## src/rtl/cdet_pkg.sv

```systemverilog
package cdet_pkg;

    typedef enum logic {
        CD_ABSENT  = 1'b0,
        CD_PRESENT = 1'b1
    } cd_state_t;

endpackage

```

## src/rtl/cdet_phase.sv

```systemverilog
module cdet_phase #(
    parameter int ACC_W = 32,
    parameter int ADJ_W = 8
) (
    input  logic             clk,
    input  logic             rst,
    input  logic             strobe,
    input  logic             edge_seen,
    input  logic [ACC_W-1:0] step,
    input  logic [ADJ_W-1:0] adj,
    output logic             in_time
);
    localparam int PROD_W = ACC_W + ADJ_W;

    logic [ACC_W-1:0]  acc_q;
    logic [ACC_W-1:0]  acc_adv;
    logic              adv_neg;
    logic [ACC_W-1:0]  adv_mag;
    logic [PROD_W-1:0] prod;
    logic [ACC_W-1:0]  scaled_mag;
    logic [ACC_W-1:0]  acc_pulled;

    // Advance and window test
    always_comb begin
        acc_adv = acc_q + step;
        adv_neg = acc_adv[ACC_W-1];
        adv_mag = adv_neg ? (~acc_adv + 1'b1) : acc_adv;
        in_time = adv_mag < step;
    end

    // Scale magnitude so truncation goes toward zero, then restore sign
    always_comb begin
        prod       = PROD_W'(adv_mag) * PROD_W'(adj);
        scaled_mag = prod[PROD_W-1:ADJ_W];
        acc_pulled = adv_neg ? (~scaled_mag + 1'b1) : scaled_mag;
    end

    always_ff @(posedge clk) begin
        if (rst) begin
            acc_q <= '0;
        end else if (strobe) begin
            acc_q <= edge_seen ? acc_pulled : acc_adv;
        end
    end

    assert_phase_hold_R1: assert property (@(posedge clk) disable iff (rst)
        !strobe |=> $stable(acc_q));

    assert_phase_advance_R1: assert property (@(posedge clk) disable iff (rst)
        (strobe && !edge_seen) |=> (acc_q == $past(acc_q) + $past(step)));

    assert_phase_zero_R8: assert property (@(posedge clk) disable iff (rst)
        (strobe && edge_seen && adj == '0) |=> (acc_q == '0));

endmodule

```

## src/rtl/cdet_score.sv

```systemverilog
module cdet_score
    import cdet_pkg::*;
#(
    parameter int SCORE_W = 8
) (
    input  logic               clk,
    input  logic               rst,
    input  logic               strobe,
    input  logic               edge_seen,
    input  logic               in_time,
    input  logic [SCORE_W-1:0] inc,
    input  logic [SCORE_W-1:0] dec,
    input  logic [SCORE_W-1:0] ceil_val,
    input  logic [SCORE_W-1:0] thr,
    output logic [SCORE_W-1:0] score,
    output logic               cd
);
    localparam int WIDE_W = SCORE_W + 1;

    logic [SCORE_W-1:0] score_q;
    logic [WIDE_W-1:0]  raw_next;
    logic [SCORE_W-1:0] score_next;
    cd_state_t          state_q;
    cd_state_t          state_next;

    // Score arithmetic
    always_comb begin
        raw_next = WIDE_W'(score_q);
        if (edge_seen && in_time) begin
            raw_next = WIDE_W'(score_q) + WIDE_W'(inc);
        end else if (edge_seen && (score_q >= dec)) begin
            raw_next = WIDE_W'(score_q) - WIDE_W'(dec);
        end
        score_next = (raw_next > WIDE_W'(ceil_val)) ? ceil_val : raw_next[SCORE_W-1:0];
    end

    // Next state: ACQUIRE / RELEASE
    always_comb begin
        state_next = state_q;
        if (strobe) begin
            unique case (state_q)
                CD_ABSENT:  if (score_next > thr)   state_next = CD_PRESENT;
                CD_PRESENT: if (!(score_next > thr)) state_next = CD_ABSENT;
                default:    state_next = CD_ABSENT;
            endcase
        end
    end

    always_ff @(posedge clk) begin
        if (rst) begin
            state_q <= CD_ABSENT;
        end else begin
            state_q <= state_next;
        end
    end

    always_ff @(posedge clk) begin
        if (rst) begin
            score_q <= '0;
        end else if (strobe) begin
            score_q <= score_next;
        end
    end

    // Outputs
    always_comb begin
        cd    = (state_q == CD_PRESENT);
        score = score_q;
    end

    assert_ceiling_R6: assert property (@(posedge clk) disable iff (rst)
        strobe |=> (score_q <= $past(ceil_val)));

    assert_no_rise_when_late_R5: assert property (@(posedge clk) disable iff (rst)
        (strobe && edge_seen && !in_time) |=> (score_q <= $past(score_q)));

    assert_gain_R4: assert property (@(posedge clk) disable iff (rst)
        (strobe && edge_seen && in_time &&
         (WIDE_W'(score_q) + WIDE_W'(inc) <= WIDE_W'(ceil_val)))
        |=> (WIDE_W'(score_q) == WIDE_W'($past(score_q)) + WIDE_W'($past(inc))));

    assert_flag_matches_R7: assert property (@(posedge clk) disable iff (rst)
        cd == (score_q > thr));

    assert_score_hold_R1: assert property (@(posedge clk) disable iff (rst)
        !strobe |=> $stable(score_q));

endmodule

```

## src/rtl/carrier_detect_pll.sv

```systemverilog
module carrier_detect_pll #(
    parameter int ACC_W   = 32,
    parameter int SCORE_W = 8,
    parameter int ADJ_W   = 8
) (
    input  logic               clk,
    input  logic               rst,
    input  logic               sample_strobe,
    input  logic               symbol_in,
    input  logic [ACC_W-1:0]   phase_step,
    input  logic [SCORE_W-1:0] score_inc,
    input  logic [SCORE_W-1:0] score_dec,
    input  logic [SCORE_W-1:0] score_max,
    input  logic [SCORE_W-1:0] score_thr,
    input  logic [ADJ_W-1:0]   phase_adjust,
    output logic               carrier_detect,
    output logic [SCORE_W-1:0] score
);
    logic last_sym_q;
    logic edge_seen;
    logic in_time;

    assign edge_seen = (symbol_in != last_sym_q);

    always_ff @(posedge clk) begin
        if (rst) begin
            last_sym_q <= 1'b0;
        end else if (sample_strobe) begin
            last_sym_q <= symbol_in;
        end
    end

    cdet_phase #(
        .ACC_W (ACC_W),
        .ADJ_W (ADJ_W)
    ) u_phase (
        .clk       (clk),
        .rst       (rst),
        .strobe    (sample_strobe),
        .edge_seen (edge_seen),
        .step      (phase_step),
        .adj       (phase_adjust),
        .in_time   (in_time)
    );

    cdet_score #(
        .SCORE_W (SCORE_W)
    ) u_score (
        .clk       (clk),
        .rst       (rst),
        .strobe    (sample_strobe),
        .edge_seen (edge_seen),
        .in_time   (in_time),
        .inc       (score_inc),
        .dec       (score_dec),
        .ceil_val  (score_max),
        .thr       (score_thr),
        .score     (score),
        .cd        (carrier_detect)
    );

    assert_held_level_R2: assert property (@(posedge clk) disable iff (rst)
        (sample_strobe && !edge_seen) |=> $stable(score));

endmodule

```

## config.mk

```make
export PLATFORM = sky130hd
export DESIGN_NAME = carrier_detect_pll
export DESIGN_NICKNAME = d
export VERILOG_FILES = /design/src/rtl/cdet_pkg.sv /design/src/rtl/cdet_phase.sv /design/src/rtl/cdet_score.sv /design/src/rtl/carrier_detect_pll.sv
export SDC_FILE = /design/constraint.sdc
export NUM_CORES = 1
export LEC_CHECK = 0
export CAP_MARGIN = 30
export CORE_MARGIN = 3
export CORE_UTILIZATION = 55
export DETAILED_ROUTE_END_ITERATION = 12
export DONT_BUFFER_PORTS = 1
export PLACE_DENSITY = 0.69
export SETUP_SLACK_MARGIN = 0.2
export SYNTH_ARGS = -nofsm -noshare
export SYNTH_HDL_FRONTEND = slang
export SYNTH_HIERARCHICAL = 1
export SYNTH_SLANG_ARGS = --single-unit
```

## constraint.sdc

```tcl
create_clock -name clk -period 14.15 [get_ports clk]
set_input_delay 2.83 -clock clk [delete_from_list [all_inputs] [get_ports clk]]
set_output_delay 2.83 -clock clk [all_outputs]
set_load 0.02 [all_outputs]
```

# Word-level counts from Yosys, hierarchy flattened
# Cells that the tools add are included.
# W data, S select, Z words.
# word_totals
wordCells	26
input_bits	76
ff_bits	42
# op_classes
mux	7
reduce_logical	2
bitwise_logic	2
n_lt_le_gt_ge	4
n_mul	1
eq_ne	1
add_sub_neg	5
# op_table
op	n
$mux W32	3
$add A32 B1 Y32 const B	2
$not A32 Y32	2
$mul A32 B8 Y40	1
$add A32 B32 Y32	1
$lt A32 B32 Y1	1
$mux W9	2
$add A8 B8 Y9	1
$gt A9 B8 Y1	1
$sub A8 B8 Y9	1
$ge A8 B8 Y1	1
$gt A8 B8 Y1	1
$mux W8	1
$logic_and A1 B1 Y1	2
$mux W1	1
$ne A1 B1 Y1	1

# Longest topological paths before layout
# logic_depth
word_depth	11
mapped_depth	50
mapped_depth_nobuf	47

# Hierarchy
# Netlist, hierarchy kept.
# by_module_without_submodules
module	cells_each	instances	area_per_inst_um2
cdet_phase	1890	1	14729.1
cdet_score	249	1	1888.1
carrier_detect_pll	4	1	42.5

# Worst setup path after synthesis
# No wires, ideal clock.
# synth_path
path_kind	input to register
start	input phase_step[0]
end	register u_phase.acc_q[31]
slack_ps	1796
n_path_buf	2
required_time_ps	14033
setup_ps	117
t_arrival_ps	12238
stages	36
path_cell_list	ha_1 > fa_1 > a21o_1 > a21oi_1 > o21bai_1 > a21o_1 > a21o_1 > a31oi_1 > nor3_1 > or3b_1 > or4_1 > nor3b_4 > a21oi_1 > xnor2_1 > nor2b_1 > fa_1 > fa_1 > fa_1 > inv_1 > fa_1 > inv_1 > ha_1 > clkbuf_1 > a21o_1 > a21o_1 > a21oi_1 > nand2_1 > or3_1 > or2_1 > a21oi_2 > xnor2_1 > or4b_1 > buf_2 > or4_1 > mux2i_1 > a22o_1
# synth_between
elab_chain_len	9
# synth_rtl
item	line_no	rtl
start, declared	carrier_detect_pll.sv:10	input logic [ACC_W-1:0] phase_step,
$add A32 B32 Y32 *	cdet_phase.sv:25	acc_adv = acc_q + step;
$not A32 Y32	cdet_phase.sv:27	adv_mag = adv_neg ? (~acc_adv + 1'b1) : acc_adv;
$add A32 B1 Y32	cdet_phase.sv:27	
$mux W32	cdet_phase.sv:27	
$mul A32 B8 Y40	cdet_phase.sv:33	prod = PROD_W'(adv_mag) * PROD_W'(adj);
$not A32 Y32	cdet_phase.sv:35	acc_pulled = adv_neg ? (~scaled_mag + 1'b1) : scaled_mag;
$add A32 B1 Y32	cdet_phase.sv:35	
$mux W32	cdet_phase.sv:35	
$mux W32 *	cdet_phase.sv:42	acc_q <= edge_seen ? acc_pulled : acc_adv;
end signal, assigned	cdet_phase.sv:42	
end, declared	cdet_phase.sv:15	logic [ACC_W-1:0] acc_q;
# Mark *: on every way between the ends. The rest lies on a longest branch, timed or not.
# A chain may end at the register's enable or synchronous reset.

# Final worst setup path
# layout_path
start	input phase_step[0]
end	register u_phase.acc_q[29]
# Same word-level chain as after synthesis.

==> flow_summary.ini <==
[outcome]
status = completed

[logic_synthesis]
synthCells = 2143
yosys_warnings = 6
synth.avg_cell_area_um2 = 7.77
synth-async-reset-ratio_pct = 0
syn_nets = 2554
synth_edf_count = 0
synth_seq_cells = 42
synth-seq-area-share_pct = 5.05
synth-main-ff-cell = dfxtp_1
ys_types = 104
syn-cell-area_um2 = 16700

[critical_path]
critPathSlowestCell = or4b_1
crit_path_end_kind = register
slowest_delay_ns = 0.70
regToRegStartpoint = u_phase/acc_q[0]
critical_path_arrival_ns = 13.07
reg2reg_setup_slack_ns = 3.50
required_ns = 14.36
cp_num_buf_inv = 3
worstReg2RegEnd = u_phase/acc_q[29]
start_kind = input port
critical_path_class = in2reg
path_max_fanout = 12
reg2reg_depth = 36
critPathTopFamily = simple AND/OR/NAND/NOR gates

[route]
postRouteAntennaNets = 0
firstDrtPassIters = 5
dr.first_iter.drc_count = 1492
routed_wl_um = 49200
route.detailed.drc = 0
wire_per_inst_um = 19.8
routed-via-count = 15400
avgViaCountPerCell = 6.20

[die]
die_h_um = 180
start_util_pct = 56.1
die_w_um = 180
dieArea_um2 = 32400
core-area_um2 = 29700
ios = 85
std_cell_rows = 63

[grt]
grt_max_degree = 53
grt_pass1_vias = 15000
grt_overflow_total = 0
grtUsageTotal_pct = 29.7
antenna_found_initial = 0
grt_pass1_wl_um = 79700

[sta]
fin_tns_setup_ns = 0
rsz0062_at_grt = no
period_minus_slack_ns = 12.87
drv_slew = 0
tightestPinTransition_ns = 0.926
fin_worst_skew_ns = 0.00605
setup_viol = 0
finalCritPeriodShare_pct = 90.9
holdWs_ns = 0.473
hold_viol_final = 0
maxSlewHeadroom_pct = 37.6
fmax_ghz = 0.0777

[clocking]
clock_sinks = 42
clk_latency_ns = 0.30
post_cts_resize_count = 0
cts_made_buffers = 5
root_buffer = clkbuf_16
cts_tree = done
cts_max_level = 2
cts.clk_slew.worst_paths_ns = 0.07
cts_max_path_buffers = 2
cts_hold_buf = 0
post_cts_buffers = 0

[min_path]
holdPathStages = 2
min-delay-path-class = reg2reg
hold_end = u_phase/acc_q[8]
min_from = u_phase/acc_q[8]

[place]
gp_congestion = 0.980
port_buffers = 0
dp.final_hpwl_um = 40000

[flow_run]
maxCapViolCount = 0

[final_layout]
antenna_cells = 0
nets = 2510
layout-drive-gt1-share_pct = 4.90
syn_to_final_growth_pct = 3.38
## stage by stage
step	instance area (um2)	utilization, %	cells	setup slack [ns]
global placement	17100	57.5	2482	1.30
CTS	17200	58.0	2490	1.41
floorplan	16700	-	2143	1.80
global route	17200	58.0	2490	0.624
finish	17200	58.0	2490	1.28
detailed placement	17100	57.5	2482	1.11
## placed cells by master (no fill, tap or decap), types with 10 or more instances in the layout
cell,instances
o21a_1,29
nor2_1,114
nand2_1,184
o21bai_1,19
nor4_1,13
nor3_1,43
a21o_1,48
a221oi_1,11
o211ai_1,10
nor3b_1,11
and2_1,90
dfxtp_1,42
inv_1,284
mux2i_1,22
buf_4,34
fa_1,182
nand3_1,37
a31oi_1,15
xor2_1,37
o31ai_1,13
a21oi_1,128
ha_1,153
and3_1,17
a311o_1,10
nor2b_1,128
nand4_1,31
nand2b_1,26
or3_1,14
a211oi_1,22
xnor2_1,58
o21ai_0,73
## state kept, by name, summed over array words and instances (netlist names)
signal,count
u_score/cd,1
last_sym_q,1
u_phase/acc_q,32
u_score/score,8
## logic make-up (layout without fill, tap and decap cells)
logic type               after synthesis  after routing  synth area share (%)
AND/OR/NAND/NOR                      771            771                  24.9
XOR/XNOR                              98             98                  5.20
adder cells (fa/ha/maj)              335            335                  33.4
buffers and inverters                370            327                  8.56
multiplexers                          25             25                  1.52
AO/OA/AOI/OAI                        502            502                  21.4
flip-flops                            42             42                  5.05
## cell usage after synthesis (22+ instances only)
| master | instances | area share, % |
|---|---|---|
| nand2b_1 | 26 | 0.98 |
| nand4_1 | 31 | 1.2 |
| dfxtp_1 | 42 | 5.0 |
| nand2_1 | 184 | 4.1 |
| nor3_1 | 43 | 1.3 |
| ha_1 | 153 | 11 |
| nand3_1 | 37 | 1.1 |
| xnor2_1 | 59 | 3.1 |
| mux2i_1 | 22 | 1.3 |
| fa_1 | 182 | 22 |
| a21oi_1 | 128 | 3.8 |
| xor2_1 | 38 | 2.0 |
| clkbuf_1 | 70 | 1.6 |
| a21o_1 | 48 | 2.2 |
| a211oi_1 | 22 | 0.99 |
| inv_1 | 284 | 6.4 |
| o21ai_0 | 73 | 2.2 |
| nor2_1 | 114 | 2.6 |
| and2_1 | 90 | 3.4 |
| nor2b_1 | 128 | 4.8 |
| o21a_1 | 29 | 1.3 |
## layer usage
metal,share of wire [%],vias up,GRT usage (%)
met4,1.8,0,6.85
met5,0,-,0
met3,8.0,55,3.61
met1,48,7509,46.2
met2,42,603,44.1
li1,-,7262,-
## worst max path at each step
stage	from	end	slack (ns)	cells after the start
2_1_floorplan	phase_step[0]	u_phase/acc_q[31]	1.80	36
3_3_place_gp	phase_step[0]	u_phase/acc_q[31]	1.30	34
4_1_cts	phase_step[0]	u_phase/acc_q[29]	1.41	36
6_report	phase_step[0]	u_phase/acc_q[29]	1.28	36
5_1_grt	phase_step[0]	u_phase/acc_q[29]	0.62	36
3_5_place_dp	phase_step[0]	u_phase/acc_q[31]	1.11	36
## final cells by class
| cell class | count | area, um2 |
|---|---|---|
| flip-flops and latches | 42 | 841 |
| clock inverters | 3 | 25.0 |
| fillers | 2791 | 12500 |
| multi-input cells | 1731 | 14400 |
| clock buffers | 5 | 125 |
| well taps | 390 | 488 |
| inverters | 285 | 1070 |
| repair buffers | 34 | 255 |
## worst register-to-register path: cells and delay by family (launching register included)
family | cells | cell delay (ns)
simple gates | 10 | 3.29
compound gates | 15 | 3.27
fa+ha+maj | 7 | 3.17
buf+inv | 3 | 0.32
flops | 1 | 0.31
xor+xnor | 1 | 0.18
Power is not shown: default switching activity piles up to over one toggle a cycle in this logic, so the estimate is an artifact.
